### config.mk
export PLATFORM = sky130hd
export DESIGN_NAME = secattr_top
export DESIGN_NICKNAME = d
export VERILOG_FILES = /design/src/rtl/secattr_pkg.sv /design/src/rtl/secattr_regions.sv /design/src/rtl/secattr_lookup.sv /design/src/rtl/secattr_fault.sv /design/src/rtl/secattr_top.sv
export SDC_FILE = /design/constraint.sdc
export NUM_CORES = 1
export LEC_CHECK = 0
export BUFFER_PORTS_ARGS = -buffer_cell sky130_fd_sc_hd__buf_4
export CAP_MARGIN = 20
export CELL_PAD_IN_SITES_DETAIL_PLACEMENT = 1
export CELL_PAD_IN_SITES_GLOBAL_PLACEMENT = 1
export CORE_ASPECT_RATIO = 0.5
export CORE_UTILIZATION = 30
export DETAILED_ROUTE_END_ITERATION = 16
export PLACE_DENSITY_LB_ADDON = 0.3
export SYNTH_ARGS = -nofsm -noshare
export SYNTH_HDL_FRONTEND = slang
export SYNTH_SLANG_ARGS = --single-unit
### constraint.sdc
create_clock -name clk -period 21 [get_ports clk]
set_clock_uncertainty 0.2 [all_clocks]
set_input_delay 1.05 -clock clk [delete_from_list [all_inputs] [get_ports clk]]
set_output_delay 1.05 -clock clk [all_outputs]
set_load 0.01 [all_outputs]
### src/rtl/secattr_pkg.sv
package secattr_pkg;
  typedef enum logic [1:0] {
    ATTR_S   = 2'b00,
    ATTR_NS  = 2'b01,
    ATTR_NSC = 2'b10
  } attr_e;

  localparam logic [7:0] OFS_CTRL  = 8'hD0;
  localparam logic [7:0] OFS_TYPE  = 8'hD4;
  localparam logic [7:0] OFS_INDEX = 8'hD8;
  localparam logic [7:0] OFS_BASE  = 8'hDC;
  localparam logic [7:0] OFS_LIMIT = 8'hE0;
  localparam logic [7:0] OFS_STAT  = 8'hE4;
  localparam logic [7:0] OFS_FADDR = 8'hE8;

  localparam logic [7:0] STAT_VIOL_SET = 8'h48;

  typedef struct packed {
    logic [26:0] base;
    logic [26:0] limit;
    logic        nsc;
    logic        en;
  } region_t;
endpackage

### src/rtl/secattr_regions.sv
module secattr_regions
  import secattr_pkg::*;
#(
  parameter int NREG = 8,
  localparam int NS = (NREG > 0) ? NREG : 1
) (
  input  logic              clk,
  input  logic              rst_n,
  input  logic              wr_base,
  input  logic              wr_limit,
  input  logic [7:0]        idx,
  input  logic [26:0]       wbits,
  input  logic [1:0]        wflags,
  output region_t [NS-1:0]  regs_o
);
  for (genvar i = 0; i < NS; i++) begin : g_reg
    region_t r_q, r_d;
    logic    sel, ld;

    assign sel = (NREG > 0) && (idx == 8'(i));
    assign ld  = sel && (wr_base || wr_limit);

    always_comb begin
      r_d = r_q;
      if (wr_base) r_d.base = wbits;
      if (wr_limit) begin
        r_d.limit = wbits;
        r_d.nsc   = wflags[1];
        r_d.en    = wflags[0];
      end
    end

    always_ff @(posedge clk or negedge rst_n) begin
      if (!rst_n)  r_q <= '0;
      else if (ld) r_q <= r_d;
    end

    assign regs_o[i] = r_q;
  end
endmodule

### src/rtl/secattr_lookup.sv
module secattr_lookup
  import secattr_pkg::*;
#(
  parameter int NREG = 8,
  localparam int NS = (NREG > 0) ? NREG : 1
) (
  input  logic              unit_en,
  input  logic              allns,
  input  region_t [NS-1:0]  regs,
  input  logic [31:0]       addr,
  output logic [1:0]        attr,
  output logic              hit,
  output logic [7:0]        region
);
  logic [NS-1:0] match;

  for (genvar i = 0; i < NS; i++) begin : g_cmp
    assign match[i] = (NREG > 0) && regs[i].en &&
                      (addr >= {regs[i].base, 5'b00000}) &&
                      (addr <= {regs[i].limit, 5'b11111});
  end

  logic [8:0] cnt;
  logic [7:0] last;
  logic       last_nsc;

  always_comb begin
    cnt      = '0;
    last     = '0;
    last_nsc = 1'b0;
    for (int i = 0; i < NS; i++) begin
      if (match[i]) begin
        cnt      = cnt + 9'd1;
        last     = 8'(i);
        last_nsc = regs[i].nsc;
      end
    end
  end

  always_comb begin
    attr   = ATTR_S;
    hit    = 1'b0;
    region = '0;
    if (!unit_en) begin
      attr = allns ? ATTR_NS : ATTR_S;
    end else if (cnt == 9'd1) begin
      attr   = last_nsc ? ATTR_NSC : ATTR_NS;
      hit    = 1'b1;
      region = last;
    end
  end
endmodule

### src/rtl/secattr_fault.sv
module secattr_fault
  import secattr_pkg::*;
(
  input  logic        clk,
  input  logic        rst_n,
  input  logic        wr_stat,
  input  logic        wr_faddr,
  input  logic [31:0] wdata,
  input  logic        viol,
  input  logic [31:0] viol_addr,
  output logic [7:0]  stat_q,
  output logic [31:0] faddr_q
);
  logic [7:0]  stat_d;
  logic [31:0] faddr_d;
  logic        stat_ce, faddr_ce;

  assign stat_ce  = wr_stat || viol;
  assign faddr_ce = wr_faddr || viol;

  always_comb begin
    stat_d = stat_q;
    if (wr_stat) stat_d = stat_d & ~wdata[7:0];
    if (viol)    stat_d = stat_d | STAT_VIOL_SET;
    faddr_d = viol ? viol_addr : wdata;
  end

  always_ff @(posedge clk or negedge rst_n) begin
    if (!rst_n)       stat_q <= '0;
    else if (stat_ce) stat_q <= stat_d;
  end

  always_ff @(posedge clk or negedge rst_n) begin
    if (!rst_n)        faddr_q <= '0;
    else if (faddr_ce) faddr_q <= faddr_d;
  end
endmodule

### src/rtl/secattr_top.sv
module secattr_top
  import secattr_pkg::*;
#(
  parameter int NREG = 8
) (
  input  logic        clk,
  input  logic        rst_n,
  input  logic        reg_we,
  input  logic [7:0]  reg_addr,
  input  logic [31:0] reg_wdata,
  output logic [31:0] reg_rdata,
  input  logic [31:0] lk_addr,
  output logic [1:0]  lk_attr,
  output logic        lk_hit,
  output logic [7:0]  lk_region,
  input  logic        viol_strobe,
  input  logic [31:0] viol_addr
);
  localparam int NS = (NREG > 0) ? NREG : 1;
  localparam logic [8:0] NREG9 = 9'(NREG);

  logic [1:0] rst_sync;
  logic       rst_q_n;

  always_ff @(posedge clk or negedge rst_n) begin
    if (!rst_n) rst_sync <= 2'b00;
    else        rst_sync <= {rst_sync[0], 1'b1};
  end
  assign rst_q_n = rst_sync[1];

  logic wr_ctrl, wr_index, wr_base, wr_limit, wr_stat, wr_faddr;
  assign wr_ctrl  = reg_we && (reg_addr == OFS_CTRL);
  assign wr_index = reg_we && (reg_addr == OFS_INDEX);
  assign wr_base  = reg_we && (reg_addr == OFS_BASE);
  assign wr_limit = reg_we && (reg_addr == OFS_LIMIT);
  assign wr_stat  = reg_we && (reg_addr == OFS_STAT);
  assign wr_faddr = reg_we && (reg_addr == OFS_FADDR);

  logic       ctrl_en_q, ctrl_en_d, ctrl_allns_q, ctrl_allns_d;
  logic [7:0] idx_q, idx_d;

  always_comb begin
    ctrl_en_d    = (NREG > 0) && reg_wdata[0];
    ctrl_allns_d = reg_wdata[1];
    idx_d        = reg_wdata[7:0];
  end

  always_ff @(posedge clk or negedge rst_q_n) begin
    if (!rst_q_n) begin
      ctrl_en_q    <= 1'b0;
      ctrl_allns_q <= 1'b0;
    end else if (wr_ctrl) begin
      ctrl_en_q    <= ctrl_en_d;
      ctrl_allns_q <= ctrl_allns_d;
    end
  end

  always_ff @(posedge clk or negedge rst_q_n) begin
    if (!rst_q_n)      idx_q <= '0;
    else if (wr_index) idx_q <= idx_d;
  end

  region_t [NS-1:0] regs;
  logic             idx_valid;
  assign idx_valid = ({1'b0, idx_q} < NREG9);

  secattr_regions #(.NREG(NREG)) u_regions (
    .clk      (clk),
    .rst_n    (rst_q_n),
    .wr_base  (wr_base && idx_valid),
    .wr_limit (wr_limit && idx_valid),
    .idx      (idx_q),
    .wbits    (reg_wdata[31:5]),
    .wflags   (reg_wdata[1:0]),
    .regs_o   (regs)
  );

  secattr_lookup #(.NREG(NREG)) u_lookup (
    .unit_en (ctrl_en_q),
    .allns   (ctrl_allns_q),
    .regs    (regs),
    .addr    (lk_addr),
    .attr    (lk_attr),
    .hit     (lk_hit),
    .region  (lk_region)
  );

  logic [7:0]  stat_q;
  logic [31:0] faddr_q;

  secattr_fault u_fault (
    .clk       (clk),
    .rst_n     (rst_q_n),
    .wr_stat   (wr_stat),
    .wr_faddr  (wr_faddr),
    .wdata     (reg_wdata),
    .viol      (viol_strobe),
    .viol_addr (viol_addr),
    .stat_q    (stat_q),
    .faddr_q   (faddr_q)
  );

  region_t sel_reg;
  always_comb begin
    sel_reg = '0;
    for (int i = 0; i < NS; i++) begin
      if (idx_valid && ({1'b0, idx_q} == 9'(i))) sel_reg = regs[i];
    end
  end

  always_comb begin
    unique case (reg_addr)
      OFS_CTRL:  reg_rdata = {30'b0, ctrl_allns_q, ctrl_en_q};
      OFS_TYPE:  reg_rdata = {24'b0, NREG9[7:0]};
      OFS_INDEX: reg_rdata = {24'b0, idx_q};
      OFS_BASE:  reg_rdata = {sel_reg.base, 5'b0};
      OFS_LIMIT: reg_rdata = {sel_reg.limit, 3'b0, sel_reg.nsc, sel_reg.en};
      OFS_STAT:  reg_rdata = {24'b0, stat_q};
      OFS_FADDR: reg_rdata = faddr_q;
      default:   reg_rdata = '0;
    endcase
  end
endmodule


==> run metrics, run 1 <==
status=finished, final reports clean; CP endpoint kind=output port; first-pass GRT wire length=between 200000 and 250000 um; HP Class=reg2async; post-synthesis register bit count=500; Placement Cell Area=roughly 0.037 sq mm; Worst EP arrival=roughly 8.3 ns; critical path's most frequent cell=ha_1; Leakage Power=around 19 nW; final setup violation count=0; Area contributors post-synth=dfrtp_1, ha_1, o21ai_0; Die W=between 400 and 500 um; critical path launch point type=input port; antenna-violating nets left=0; Final Net Count=roughly 4400; count of input and output buffers=approximately 150; area grow syn2layout=13.6%; worst reg-to-reg path cell count=8; DRT iter0 DRCs=roughly 2700; Crit Path Max Fanout=9; slowest stage delay, CP=0.62 ns; GRT Total Usage=approximately a quarter; fin. max-slew vios=0; PostCTS Resize Cnt=0; pwr/cell area=slightly above 60 mW/mm^2; clk buf depth=3; share of post-route cells with drive strength above 1=approximately an eighth; # H-tree levels=2; leading area contributor after synthesis=dfrtp_1; gr ovfl total=0; r2r setup slk=between 15 and 20 ns; # DRC=0; fin crit share=a little under half; Vert. Die Dim=between 200 and 250 um; most frequent cells in the layout=dfrtp_1, o21ai_0, inv_1, nand2_1, ha_1; post-layout min period=between 9 and 10 ns; via count=around 31000; syn_area_per_cell=~8.9 sq um; RSZ-0062 raised after global routing=false; WL/cell=27.6 um; clock root buffer=clkbuf_16; worst hold slack=about 0.16 ns; clock sink total=500; Mapped Area=between 0.03 and 0.04 sq mm; Initial Util=30.3%; core area=about 0.11 sq mm; Worst Max-Slew Pin Slew=1.13 ns; clock slew at reported path FFs=around 0.060 ns; yosys warns=0; Final Util=between 30% and 40%; Die ar.=around 0.12 sq mm; pin count of the biggest net entering global routing=150; Hold Violations, Final=0; Clock Latency Late Sink=approximately 0.65 ns; # rows=a little under 90; FFs w/ async S/R, synth=100%; Max IR drop VDD=57.5 uV; Synth Flop Type=dfrtp_1; HPWL Detailed=108000 um; Crit path depth=31; area fraction of the dominant cell type after synthesis=between 30 and 40%; slew margin rel.=between 20 and 25%; Post-synth EDFFs=0; CTS tree=built; Netlist cell types=between 80 and 90; Vias/cell=5.67; commonest non-fill, non-tap cell in the layout=dfrtp_1; I/O pin cnt=around 150; Worst Path Buf+Inv=7; antenna violations before repair=18; final total power=2.41 mW; cells after synthesis=between 3000 and 4000; top cell family by delay on the critical path=compound AO/OA/AOI/OAI gates; critical path's slowest cell=a2111oi_0; Total Routed Length=about 150000 um; TritonCTS buffer count=between 50 and 60; setup_tns=0 ns; drt first pass iters=5; crit path kind=in2out; post-CTS setup buffers=0; number of global-route vias before repair=roughly 32000; Design Area, Final=~0.039 sq mm; register area share after synthesis=36.6%; Max-cap violations=0; worst path required time=~20 ns; fmax=0.105 GHz; GPL Wtd Cong=approximately 0.92
==> final cells by class <==
type                    instances  area (sq um)
diodes                          3          7.51
clock buffers                  84          1690
clock inverters                16           258
fillers                     13000         74000
inverters                     450          1690
multi-input cells            2649         19200
flip-flops and latches        500         12500
well taps                    1513          1890
repair buffers                202          1570
==> power breakdown <==
part | total (mW) | internal, mW | switching [mW] | leakage [nW]
sequential | 0.994 | 0.978 | 0.0161 | 5.24
combinational | 0.332 | 0.108 | 0.224 | 12.7
clock | 1.09 | 0.636 | 0.451 | 0.961
total | 2.41 | 1.72 | 0.691 | 18.9
==> Yosys cell counts (4+ instances only) <==
cell       number
nand3_1        66
and4_1         13
o22ai_1        56
buf_1          20
xnor2_1         8
a211oi_1       27
a211o_1         4
and3_1         10
and2_1          6
a21boi_0        6
ha_1          440
a21oi_1       175
a21o_1         75
nor2_1        150
nor3_1         63
buf_4           5
a22oi_1        25
a221o_1         9
a31oi_1        58
o211ai_1        9
dfrtp_1       500
a2111oi_0       8
inv_1         450
a41oi_1         4
a221oi_1       33
a222oi_1        5
nor4_1          8
nand4_1        74
mux4_2         34
nand2b_1       14
o21a_1         11
mux2_2        139
nor2b_1        30
mux2i_1        58
o221ai_1       24
nand2_1       452
o31ai_1         5
o21ai_0       473
clkbuf_1      215
==> worst paths after layout <==
kind | start | endpoint
min reg2reg | rst_sync[1] | u_regions.regs_o[14]
min in group clk | rst_sync[0] | rst_sync[1]
max reg2reg | idx_q[6] | u_regions.regs_o[280]
max in group asynchronous | rst_sync[1] | u_regions.regs_o[194]
min | rst_sync[1] | u_regions.regs_o[14]
max | lk_addr[5] | lk_region[0]
==> worst reg2reg max path, cell delays in order (launching register included) <==
cell	delay [ns]
dfrtp_1	0.40
or4_1	0.59
nor2_1	0.61
and2_4	0.60
nand2_2	0.49
buf_4	0.48
nor2_4	0.67
buf_4	0.56
mux2_2	0.40
==> sequential cells by signal, summed over array words and instances (netlist names) <==
register / cells
ctrl_allns_q: 1
ctrl_en_q: 1
idx_q: 8
rst_sync: 2
u_fault.faddr_q: 32
u_fault.stat_q: 8
u_regions.regs_o: 448
==> stage by stage <==
stage	setup slack, ns	cells
global placement	11.68	5309
finish	11.49	5417
floorplan	5.83	3840
detailed placement	11.60	5310
global route	11.14	5417
CTS	11.52	5411
==> what timing repair did <==
item                                    CTS  global route
hold endpoints to repair                  2             0
hold buffers                              1             0
endpoints found under the setup margin    0             0
==> routing by layer <==
layer | track usage [%] | up-vias | wire, um
met1 | 36.4 | 15900 | 68800
met4 | 7.49 | 10 | 4250
met3 | 5.33 | 208 | 11700
li1 | - | 13600 | -
met5 | 0 | - | 61
met2 | 39.4 | 983 | 64500
==> logic make-up (layout without fill, tap and decap cells) <==
| group | after synthesis | count (layout) | share of synthesized area (%) |
|---|---|---|---|
| AOI/OAI and AO/OA | 1047 | 1047 | 18.6 |
| xor gates and xnor gates | 14 | 14 | 0.516 |
| adders and majority gates | 440 | 440 | 16.1 |
| buffers and inverters | 691 | 752 | 7.64 |
| DFF | 500 | 500 | 36.6 |
| muxes | 232 | 232 | 8.55 |
| other | 2 | 9 | 0.0219 |
| and+or+nand+nor | 910 | 910 | 12.0 |
Power figures use the tool's default switching activity.
==> run 2: changes to the inputs <==
==> constraint.sdc (replaced) <==
create_clock -name clk -period 9.4 [get_ports clk]
set_clock_uncertainty 0.2 [all_clocks]
set_input_delay 0.47 -clock clk [delete_from_list [all_inputs] [get_ports clk]]
set_output_delay 0.47 -clock clk [all_outputs]
set_load 0.01 [all_outputs]
==> run metrics, run 2 (synthesized netlist as in run 1, its figures left out) <==
clock sink total=500 (unchanged); fin crit share=91.7%; Total Routed Length=150000 um (was 149000 um); Hold Violations, Final=0 (unchanged); critical path's slowest cell=nor4_1 (was a2111oi_0); antenna-violating nets left=0 (unchanged); Leakage Power=19.0 nW (was 18.9 nW); Switching Fraction=29.3% (was 28.6%); Final Net Count=4453 (was 4407); clk buf depth=3 (unchanged); GRT Total Usage=25.9% (was 25.8%); critical path's most frequent cell=ha_1 (unchanged); NetSw=1.57 mW (was 0.691 mW); count of input and output buffers=145 (unchanged); status=finished, final reports clean (unchanged); Die ar.=0.116 sq mm (unchanged); Initial Util=30.3% (unchanged); crit path kind=reg2out (was in2out); Die W=480 um (unchanged); Worst Path Buf+Inv=6 (was 7); Gate power share=14.4% (was 13.8%); via count=30900 (was 30700); slowest stage delay, CP=0.90 ns (was 0.62 ns); Internal Power=3.78 mW (was 1.72 mW); DRT iter0 DRCs=2721 (was 2675); Worst EP arrival=7.95 ns (was 8.26 ns); CP endpoint kind=output port (unchanged); top cell family by delay on the critical path=compound AO/OA/AOI/OAI gates (unchanged); commonest non-fill, non-tap cell in the layout=dfrtp_1 (unchanged); setup_tns=0 ns (unchanged); RSZ-0062 raised after global routing=false (unchanged); worst hold slack=0.0229 ns (was 0.164 ns); # rows=87 (unchanged); Worst Max-Slew Pin Slew=1.18 ns (was 1.13 ns); Placement Cell Area=0.0369 sq mm (about the same); Clock power frac=44.2% (was 45.0%); fin. max-slew vios=0 (unchanged); core area=0.113 sq mm (unchanged); hold path endpoint=u_fault.faddr_q[18]; TritonCTS buffer count=56 (unchanged); WL/cell=27.5 um (was 27.6 um); post-layout min period=roughly 8.6 ns; worst hold path stage count=3; number of global-route vias before repair=31800 (was 31600); CTS tree=built (unchanged); share of post-route cells with drive strength above 1=12.9% (was 13.0%); antenna violations before repair=12 (was 18); post-CTS setup buffers=0 (unchanged); # DRC=0 (unchanged); Crit Path Max Fanout=6 (was 9); fmax=0.116 GHz; pwr/cell area=136 mW/mm^2 (was 62.1 mW/mm^2); hold-fix buffers at CTS=48 (was 1); hold path start=viol_addr[18]; PostCTS Resize Cnt=0 (unchanged); area grow syn2layout=14.8% (was 13.6%); most frequent cells in the layout=dfrtp_1, o21ai_0, inv_1, nand2_1, ha_1 (unchanged); slew margin rel.=20.2% (was 24.1%); clock slew at reported path FFs=0.07 ns (was 0.06 ns); GPL Wtd Cong=0.919 (was 0.918); drt first pass iters=6 (was 5); Design Area, Final=0.0393 sq mm (was 0.0389 sq mm); Vert. Die Dim=241 um (unchanged); final setup violation count=0 (unchanged); clock root buffer=clkbuf_16 (unchanged); pin count of the biggest net entering global routing=153 (was 150); worst path required time=8.73 ns (was 19.75 ns); critical path launch point type=register (was input port); FF-to-FF Start=idx_q[6] (unchanged); Largest register FFs=448 (unchanged); Reg power frac=41.5% (was 41.2%); Clock Latency Late Sink=0.66 ns (was 0.65 ns); first-pass GRT wire length=219000 um (was 218000 um); gr ovfl total=0 (unchanged); r2r setup slk=3.69 ns (was 15.87 ns); HPWL Detailed=109000 um (was 108000 um); worst reg-to-reg path cell count=9 (was 8); Max-cap violations=0 (unchanged); FF-to-FF End=u_regions.regs_o[280] (unchanged); Vias/cell=5.65 (was 5.67); Max IR drop VDD=166 uV (was 57.5 uV); HP Class=in2reg (was reg2async); # H-tree levels=2 (unchanged); I/O pin cnt=151 (unchanged)
run 2: area by class of cell:
cell class / count / area [sq um]
diodes: 5 / 12.5
inverters: 450 / 1690
multi-input cells: 2649 / 19200
well taps: 1513 / 1890
fillers: 13000 / 73600
clock inverters: 16 / 158
repair buffers: 248 / 2020
flip-flops and latches: 500 / 12500
clock buffers: 86 / 1740
run 2: worst max-delay path by stage:
stage,to,start,depth (start not counted)
finish,lk_region[0],u_regions.regs_o[83],28
global route,lk_region[0],u_regions.regs_o[78],30
CTS,lk_region[0],u_regions.regs_o[86],30
detailed placement,lk_region[0],lk_addr[5],31
global placement,lk_region[0],lk_addr[5],31
floorplan,ctrl_allns_q,rst_sync[1],0
run 2: through the flow:
step | std cells | util (%) | power (mW) | worst slack (ns)
floorplan | 3840 | - | 2.67 | 1.06
global placement | 5310 | 32.7 | 2.97 | 1.11
detailed placement | 5312 | 32.7 | 2.99 | 1.09
CTS | 5462 | 34.8 | 5.37 | 0.989
global route | 5463 | 34.8 | 5.52 | 0.683
finish | 5467 | 34.8 | 5.35 | 0.781
run 2: worst min-delay path: cells and delay by family:
kind	cells	cell delay (ns)
buffers and inverters	1	0.08
AND/OR/NAND/NOR	1	0.15
AO/OA/AOI/OAI	1	0.13
run 2: power groups by stage:
stage / logic (mW) / clock network [mW] / registers, mW
floorplan: 0.400 / 0 / 2.27
global placement: 0.711 / 0 / 2.25
detailed placement: 0.736 / 0 / 2.26
CTS: 0.758 / 2.39 / 2.22
global route: 0.828 / 2.47 / 2.22
finish: 0.769 / 2.36 / 2.22
run 2: metal layers:
layer | up-vias | wire (um) | GRT usage (%)
met5 | - | 32 | 0
met4 | 4 | 5300 | 8.89
met3 | 243 | 12400 | 5.95
met2 | 991 | 63700 | 39.1
met1 | 15900 | 69100 | 36.3
li1 | 13700 | - | -
